### src/rtl/burst_col_pkg.sv
package burst_col_pkg;

    localparam int BC_CODE_W = 3;

    typedef enum logic {
        BC_ORD_SEQ = 1'b0,
        BC_ORD_XOR = 1'b1
    } bc_order_e;

endpackage

### src/rtl/burst_len_decode.sv
module burst_len_decode #(
    parameter int COL_W = 8
) (
    input  logic [burst_col_pkg::BC_CODE_W-1:0] code_i,
    output logic [COL_W-1:0]                    mask_o,
    output logic                                full_o
);
    localparam int CODE_W = burst_col_pkg::BC_CODE_W;

    // Bit CODE_W-1 selects full page; the low bits give log2(length).
    always_comb begin
        full_o = code_i[CODE_W-1];
        mask_o = '0;
        if (full_o) begin
            mask_o = '1;
        end else begin
            for (int b = 0; b < COL_W; b++) begin
                mask_o[b] = (b < int'(code_i[CODE_W-2:0]));
            end
        end
    end
endmodule

### src/rtl/burst_addr_order.sv
module burst_addr_order #(
    parameter int COL_W = 8
) (
    input  logic [COL_W-1:0]              base_i,
    input  logic [COL_W-1:0]              step_i,
    input  logic [COL_W-1:0]              mask_i,
    input  burst_col_pkg::bc_order_e      order_i,
    output logic [COL_W-1:0]              col_o
);
    import burst_col_pkg::*;

    logic [COL_W-1:0] sum_w;
    logic [COL_W-1:0] seq_col_w;
    logic [COL_W-1:0] xor_col_w;

    always_comb begin
        sum_w     = base_i + step_i;
        seq_col_w = (base_i & ~mask_i) | (sum_w & mask_i);
        xor_col_w = base_i ^ (step_i & mask_i);
        col_o     = (order_i == BC_ORD_XOR) ? xor_col_w : seq_col_w;
    end
endmodule

### src/rtl/burst_col_gen.sv
module burst_col_gen #(
    parameter int COL_W = 8
) (
    input  logic                                clk,
    input  logic                                rst_n,
    input  logic                                start_i,
    input  logic [COL_W-1:0]                    start_col_i,
    input  logic [burst_col_pkg::BC_CODE_W-1:0] bl_code_i,
    input  logic                                bt_i,
    input  logic                                stop_i,
    output logic [COL_W-1:0]                    col_o,
    output logic                                valid_o,
    output logic                                last_o,
    output logic                                done_o
);
    import burst_col_pkg::*;

    localparam logic [COL_W-1:0] STEP_ONE = COL_W'(1);

    typedef struct packed {
        logic             active;
        logic             last;
        logic             done;
        logic             full;
        bc_order_e        order;
        logic [COL_W-1:0] col;
        logic [COL_W-1:0] base;
        logic [COL_W-1:0] mask;
        logic [COL_W-1:0] step;
    } gen_state_t;

    gen_state_t s_d, s_q;

    logic [COL_W-1:0] dec_mask_w;
    logic             dec_full_w;
    logic [COL_W-1:0] step_inc_w;
    logic [COL_W-1:0] sel_base_w;
    logic [COL_W-1:0] sel_step_w;
    logic [COL_W-1:0] sel_mask_w;
    bc_order_e        sel_order_w;
    bc_order_e        new_order_w;
    logic [COL_W-1:0] nxt_col_w;

    burst_len_decode #(.COL_W(COL_W)) u_len_decode (
        .code_i (bl_code_i),
        .mask_o (dec_mask_w),
        .full_o (dec_full_w)
    );

    // One address unit serves both the first step of a new burst and the
    // next step of the running one.
    always_comb begin
        step_inc_w  = s_q.step + STEP_ONE;
        new_order_w = dec_full_w ? BC_ORD_SEQ : bc_order_e'(bt_i);
        sel_base_w  = start_i ? start_col_i : s_q.base;
        sel_step_w  = start_i ? '0          : step_inc_w;
        sel_mask_w  = start_i ? dec_mask_w  : s_q.mask;
        sel_order_w = start_i ? new_order_w : s_q.order;
    end

    burst_addr_order #(.COL_W(COL_W)) u_addr_order (
        .base_i  (sel_base_w),
        .step_i  (sel_step_w),
        .mask_i  (sel_mask_w),
        .order_i (sel_order_w),
        .col_o   (nxt_col_w)
    );

    always_comb begin
        s_d      = s_q;
        s_d.done = s_q.active && (s_q.last || stop_i || start_i);
        if (start_i) begin
            s_d.active = 1'b1;
            s_d.base   = start_col_i;
            s_d.mask   = dec_mask_w;
            s_d.full   = dec_full_w;
            s_d.order  = new_order_w;
            s_d.step   = '0;
            s_d.col    = nxt_col_w;
            s_d.last   = !dec_full_w && (dec_mask_w == '0);
        end else if (s_q.active) begin
            if (stop_i || s_q.last) begin
                s_d.active = 1'b0;
                s_d.last   = 1'b0;
            end else begin
                s_d.step = step_inc_w;
                s_d.col  = nxt_col_w;
                s_d.last = !s_q.full && (step_inc_w == s_q.mask);
            end
        end
    end

    always_ff @(posedge clk) begin
        if (!rst_n) begin
            s_q <= '0;
        end else begin
            s_q <= s_d;
        end
    end

    assign col_o   = s_q.col;
    assign valid_o = s_q.active;
    assign last_o  = s_q.last;
    assign done_o  = s_q.done;
endmodule

### config.mk
export PLATFORM = sky130hd
export DESIGN_NAME = burst_col_gen
export DESIGN_NICKNAME = d
export VERILOG_FILES = /design/src/rtl/burst_col_pkg.sv /design/src/rtl/burst_len_decode.sv /design/src/rtl/burst_addr_order.sv /design/src/rtl/burst_col_gen.sv
export SDC_FILE = /design/constraint.sdc
export NUM_CORES = 1
export LEC_CHECK = 0
export BUFFER_PORTS_ARGS = -buffer_cell sky130_fd_sc_hd__buf_2
export CAP_MARGIN = 20
export CORE_MARGIN = 3
export CORE_UTILIZATION = 46
export DETAILED_ROUTE_END_ITERATION = 10
export GPL_TIMING_DRIVEN = 1
export HOLD_SLACK_MARGIN = 0.08
export PLACE_DENSITY = 0.77
export SYNTH_ARGS = -nofsm -noshare
export SYNTH_HDL_FRONTEND = slang
export SYNTH_SLANG_ARGS = --single-unit
### constraint.sdc
create_clock -name clk -period 3 [get_ports clk]
set_input_delay 0.15 -clock clk [delete_from_list [all_inputs] [get_ports clk]]
set_output_delay 0.15 -clock clk [all_outputs]
set_load 0.05 [all_outputs]
**Word level (Yosys, flattened, before mapping)**

Cells that the tools add are included.

- Bits in registers: 37
- Output and inout bits: 11
- Logic and storage cells: 50

- Magnitude comparators: 3
- Reduce and logical (&&, ||, !) cells: 12
- Equality and inequality tests: 2
- Bitwise logic cells: 8
- Multiplexer cells: 14
- $add $sub $neg: 2

Operators with widths:

| operator | number |
|---|---|
| $mux W8 | 8 |
| $and A8 B8 Y8 | 3 |
| $add A8 B1 Y8 const B | 1 |
| $add A8 B8 Y8 | 1 |
| $eq A8 B8 Y1 | 1 |
| $logic_not A8 Y1 | 1 |
| $not A8 Y8 | 1 |
| $or A8 B8 Y8 | 1 |
| $xor A8 B8 Y8 | 1 |
| $lt A1 B2 Y1 const A | 2 |
| $mux W1 | 4 |
| $mux W2 | 2 |
| $reduce_and A2 Y1 | 2 |
| $logic_and A1 B1 Y1 | 3 |
| $logic_not A1 Y1 | 2 |
| $logic_or A1 B1 Y1 | 2 |
| $lt A2 B2 Y1 const A | 1 |
| $ne A2 B2 Y1 const B | 1 |
| $not A1 Y1 | 2 |
| $reduce_bool A2 Y1 | 1 |
| $reduce_or A2 Y1 | 1 |

**Longest topological paths before layout**

- Depth in word-level cells: 10
- Depth in mapped cells: 15
- Gate-level depth less buffers: 12

**By module**

A second synthesis with hierarchy kept.

- Cells, all modules: 271
- Area, all modules: 2372.3 um^2

By module, submodules not included:

| module | cells an instance | sequential area each (um^2) | instances | area an instance (um^2) |
|---|---|---|---|---|
| burst_col_gen | 191 | 740.7 | 1 | 1793.0 |
| burst_addr_order | 71 | 0.0 | 1 | 513.0 |
| burst_len_decode | 9 | 0.0 | 1 | 66.3 |

**Worst setup path before layout**

No wires, ideal clock.

- Kind: in2reg
- Start point: input port start_i
- End point: register s_q, in the netlist col_o[7]
- Data arrival time: 2568 ps
- Library setup time: 117 ps
- Slack: 314 ps
- Cell stages on the path: 13
- Cell sequence: buf_2 buf_2 buf_2 mux2i_1 inv_1 ha_1 nand3_1 and2_1 nand3b_1 a311oi_1 mux2i_1 mux2i_1 nand2_1

- Cells in the longest elaborated chain, start to end: 8
- Elaborated cells on any way between the ends: 18
- Those cells by class: 1 x add/sub; 1 x eq/ne; 8 x mux; 6 x bitwise; 2 x reduce/logical

RTL lines:

| what | RTL line | source |
|---|---|---|
| start, declared | burst_col_gen.sv:6 | `input logic start_i,` |
| $mux W8 (on tied branches) | burst_col_gen.sv:55, burst_col_gen.sv:56, burst_col_gen.sv:57 |  |
| $add A8 B8 Y8 / $not A8 Y8 (equally long branches) | burst_addr_order.sv:17, burst_addr_order.sv:18 |  |
| $and A8 B8 Y8 | burst_addr_order.sv:18 | `seq_col_w = (base_i & ~mask_i) \| (sum_w & mask_i);` |
| $or A8 B8 Y8 | burst_addr_order.sv:18 |  |
| $mux W8 | burst_addr_order.sv:20 | `col_o = (order_i == BC_ORD_XOR) ? xor_col_w : seq_col_w;` |
| $mux W8 | burst_col_gen.sv:82 | `if (stop_i \|\| s_q.last) begin` |
| $mux W8 | burst_col_gen.sv:81 | `end else if (s_q.active) begin` |
| $mux W8 | burst_col_gen.sv:72 | `if (start_i) begin` |
| end signal, assigned | burst_col_gen.sv:95 | `s_q <= '0;` |
| end signal, assigned | burst_col_gen.sv:97 | `s_q <= s_d;` |
| end, declared | burst_col_gen.sv:32 | `gen_state_t s_d, s_q;` |

Parallel ways exist; a longest one is shown, timed or not. The select of a mux whose other input is x is not followed.
A chain may end at the register's enable or synchronous reset.

**Worst setup path after layout**

- Start point: register s_q[1] in the netlist's numbering
- End point: register s_q, in the netlist col_o[7]

- Cells in the longest elaborated chain, start to end: 9
- Elaborated cells on any way between the ends: 11
- Those cells by class: 2 x add/sub; 5 x mux; 4 x bitwise

RTL lines:

| what | RTL line | source |
|---|---|---|
| $add A8 B1 Y8 * | burst_col_gen.sv:53 | `step_inc_w = s_q.step + STEP_ONE;` |
| $mux W8 * | burst_col_gen.sv:56 | `sel_step_w = start_i ? '0 : step_inc_w;` |
| $add A8 B8 Y8 | burst_addr_order.sv:17 | `sum_w = base_i + step_i;` |
| $and A8 B8 Y8 | burst_addr_order.sv:18 |  |
| $or A8 B8 Y8 | burst_addr_order.sv:18 |  |
| $mux W8 * | burst_addr_order.sv:20 |  |
| $mux W8 | burst_col_gen.sv:82 |  |
| $mux W8 | burst_col_gen.sv:81 |  |
| $mux W8 * | burst_col_gen.sv:72 |  |

Every way passes the cells marked *; elsewhere a longest branch is shown, timed or not. The select of a mux whose other input is x is not followed.

==> results.cfg <==
[run_status]
outcome = completed

[timing]
tightest_slew_ps = 571
clock_skew_ps = 8.05
period_minus_slack_ps = 2650
finalSetupViolCount = 0
rsz0062_at_grt = no
setup_ws_ps = 355
maxSlewViolCount = 0
max_freq_mhz = 378
slew_headroom_pct = 61.4
finalHoldViolations = 0
whs_ps = 95.1
tns_ps = 0
post-route-period-util_pct = 88.2

[power]
p_leak_nw = 1.01
power_density_nw_per_um2 = 464
peakVddDrop_mv = 0.253

[critical_path]
rrSetupSlack_ps = 350
r2r-end = col_o[7]
endpoint = col_o[7]
critPathCaptureType = flip-flop
worstSetupStartpoint = s_q[1]
r2r_start = s_q[1]
critPathArrivalTime_ps = 2830
crit_fanout = 8
worstPathRequired_ps = 3180
critPathKind = reg2reg
rr_worst_depth = 11
worst_setup_path_start_kind = flip-flop

[final_layout]
final_area_um2 = 2450
area_growth_pct = 11.1
fin_nets = 321
antenna_cells = 0
final_core_util_pct = 54.4
n_fill_cell = 413
post_route_cells_drive_above_1_share_pct = 17.1

[clocking]
cts_hold_buf = 0
cts_resized = 0
cts_tree = built
cts.sinks = 32
clock_path_buffers = 2
h-tree-depth = 2
insertion_delay_ps = 290
cts-root-buf = clkbuf_8
cts_made_buffers = 5
cts_setup_buffers = 0
clk_pin_slew_ps = 70

[logic_synthesis]
synth_cell_types = 56
synth_edf_count = 0
synth_fp_nets = 305
async_flop_share_pct = 0
ys_seq_area_share_pct = 29.1
synth_ff_type = dfxtp_1
ys_seq_elements = 32
synthesis.instances = 282
synth_area_per_cell_um2 = 7.82
synth_warnings = 0
syn_area_um2 = 2200

[global_routing]
grt_max_degree = 19
grt_usage_pct = 20.3
grt_pass1_wl_um = 8670
grt.overflow.total = 0
antenna_found_initial = 0
grt_pass1_vias = 1903

[die]
core_area_um2 = 4500
dieArea_um2 = 5660
dieHeight_um = 75.2
fp.dieW_um = 75.2
initial_core_util_pct = 48.9
num_rows = 24
num_io_pins = 27

[route]
routed_via_density = 5.81
route.detailed.drc = 0
wl_per_cell_um = 15.4
drtIter0Drc = 218
routed_wl_um = 5410
drt_pre_antenna_iters = 4
vias = 2038
ant_nets = 0

[run]
max_cap_viol_count = 0

[place]
io_buffer_count = 26
dpl.hpwl_um = 4030
place_congestion = 0.921
placed_area_um2 = 2310
pre_cts_slack_ps = 256

[hold_path]
min_path_type = in2reg
hp-start = stop_i
worst min path at each step:
stage / to / slack (ps) / depth (start not counted)
final: done_o / 100 / 2
after detailed placement: done_o / 400 / 2
after CTS: done_o / 100 / 2
after floorplan: s_q[21] / 290 / 2
after global placement: done_o / 400 / 2
after global routing: done_o / 110 / 2
registers in the layout, summed over array words and instances (netlist names):
| register | count |
|---|---|
| done_o | 1 |
| last_o | 1 |
| s_q | 21 |
| col_o | 8 |
| valid_o | 1 |
placed cells by master (no fill, tap or decap), types with 2 or more instances in the layout:
cell / netlist / layout
nand2_1: 23 / 23
a21oi_1: 15 / 15
nand3b_1: 2 / 2
dfxtp_1: 32 / 31
or3_1: 2 / 2
buf_2: 7 / 26
a21boi_0: 3 / 3
and3_1: 4 / 4
inv_1: 10 / 10
nor2_1: 40 / 40
clkbuf_8: 0 / 7
nand4_1: 7 / 7
xnor2_1: 8 / 8
xor2_1: 9 / 9
o31ai_1: 2 / 2
nor2b_1: 9 / 9
ha_1: 6 / 5
nand3_1: 7 / 7
nand2b_1: 4 / 4
o311ai_0: 2 / 2
nor3_1: 3 / 3
nor4b_1: 2 / 2
nor3b_1: 3 / 3
a221oi_1: 2 / 2
nor4_1: 3 / 3
and2_1: 4 / 4
o221ai_1: 3 / 3
o21ai_0: 13 / 13
o211ai_1: 2 / 2
mux2i_1: 11 / 11
mux2_2: 3 / 3
buf_4: 11 / 7
cell type report:
class / count / area (µm²) / share of cell area, %
multi-input cells: 215 / 1390 / 56.8
flip-flops and latches: 32 / 642 / 26.2
repair buffers: 33 / 183 / 7.46
clock buffers: 7 / 96.3 / 3.93
well taps: 52 / 65.1 / 2.66
inverters: 11 / 41.3 / 1.69
clock inverters: 1 / 30.0 / 1.23
synthesized netlist by cell type (2+ instances only):
library cell  number  area, µm²
nor2b_1            9       56.3
nand2b_1           4       25.0
nand3b_1           2       15.0
nand4_1            7       43.8
ha_1               6       75.1
buf_2              7       35.0
nand3_1            7       35.0
nand2_1           23       86.3
nor4b_1            2       17.5
a221oi_1           2       17.5
a21oi_1           15       75.1
mux2_2             3       33.8
or3_1              2       12.5
nor3b_1            3       22.5
xor2_1             9       78.8
mux2i_1           11        110
nor3_1             3       15.0
nor2_1            40        150
o21ai_0           13       65.1
xnor2_1            8       70.1
and3_1             4       25.0
o31ai_1            2       15.0
o311ai_0           2       17.5
a21boi_0           3       22.5
o221ai_1           3       26.3
clkbuf_1           6       22.5
buf_4             11       82.6
and2_1             4       25.0
inv_1             10       37.5
dfxtp_1           32        641
o211ai_1           2       15.0
nor4_1             3       18.8
per-stage QoR:
stage               power (W)  cells
floorplan            0.000634    282
global placement     0.000672    343
detailed placement   0.000677    343
CTS                   0.00114    351
global route          0.00118    351
finish                0.00114    351
worst max-delay path: stages (launching register included):
cell and delay, ps:
dfxtp_2 390, ha_2 250, xor2_1 200, nor2b_1 210, ha_1 210, nand3_1 110, and2_1 180, nand3b_1 170
a311oi_2 290, mux2i_1 260, mux2i_1 200, nand2_1 60
metal layers:
layer	part of all wire, %	global-route usage [%]	routed length, µm
met1	45	26.7	2420
met2	47	32.3	2530
met3	6.8	4.67	369
met4	1.6	8.16	88
met5	0	0	0
logic make-up (layout without fill, tap and decap cells):
| kind of cell | after synthesis | count (layout) | share of synthesized area [%] |
|---|---|---|---|
| simple gates | 119 | 119 | 27.1 |
| buf+inv | 35 | 52 | 8.23 |
| fa+ha+maj | 7 | 7 | 4.31 |
| mux | 14 | 14 | 6.53 |
| xor+xnor | 18 | 18 | 7.78 |
| compound gates | 57 | 57 | 17.0 |
| flops | 32 | 32 | 29.1 |
where the power goes:
part	switching, W	total, W	internal [W]
Clock	0.000174	0.000467	0.000293
Sequential	0.0000150	0.000462	0.000447
Combinational	0.000135	0.000206	0.0000719
Total	0.000324	0.00114	0.000812
(Power assumes the default switching activity.)
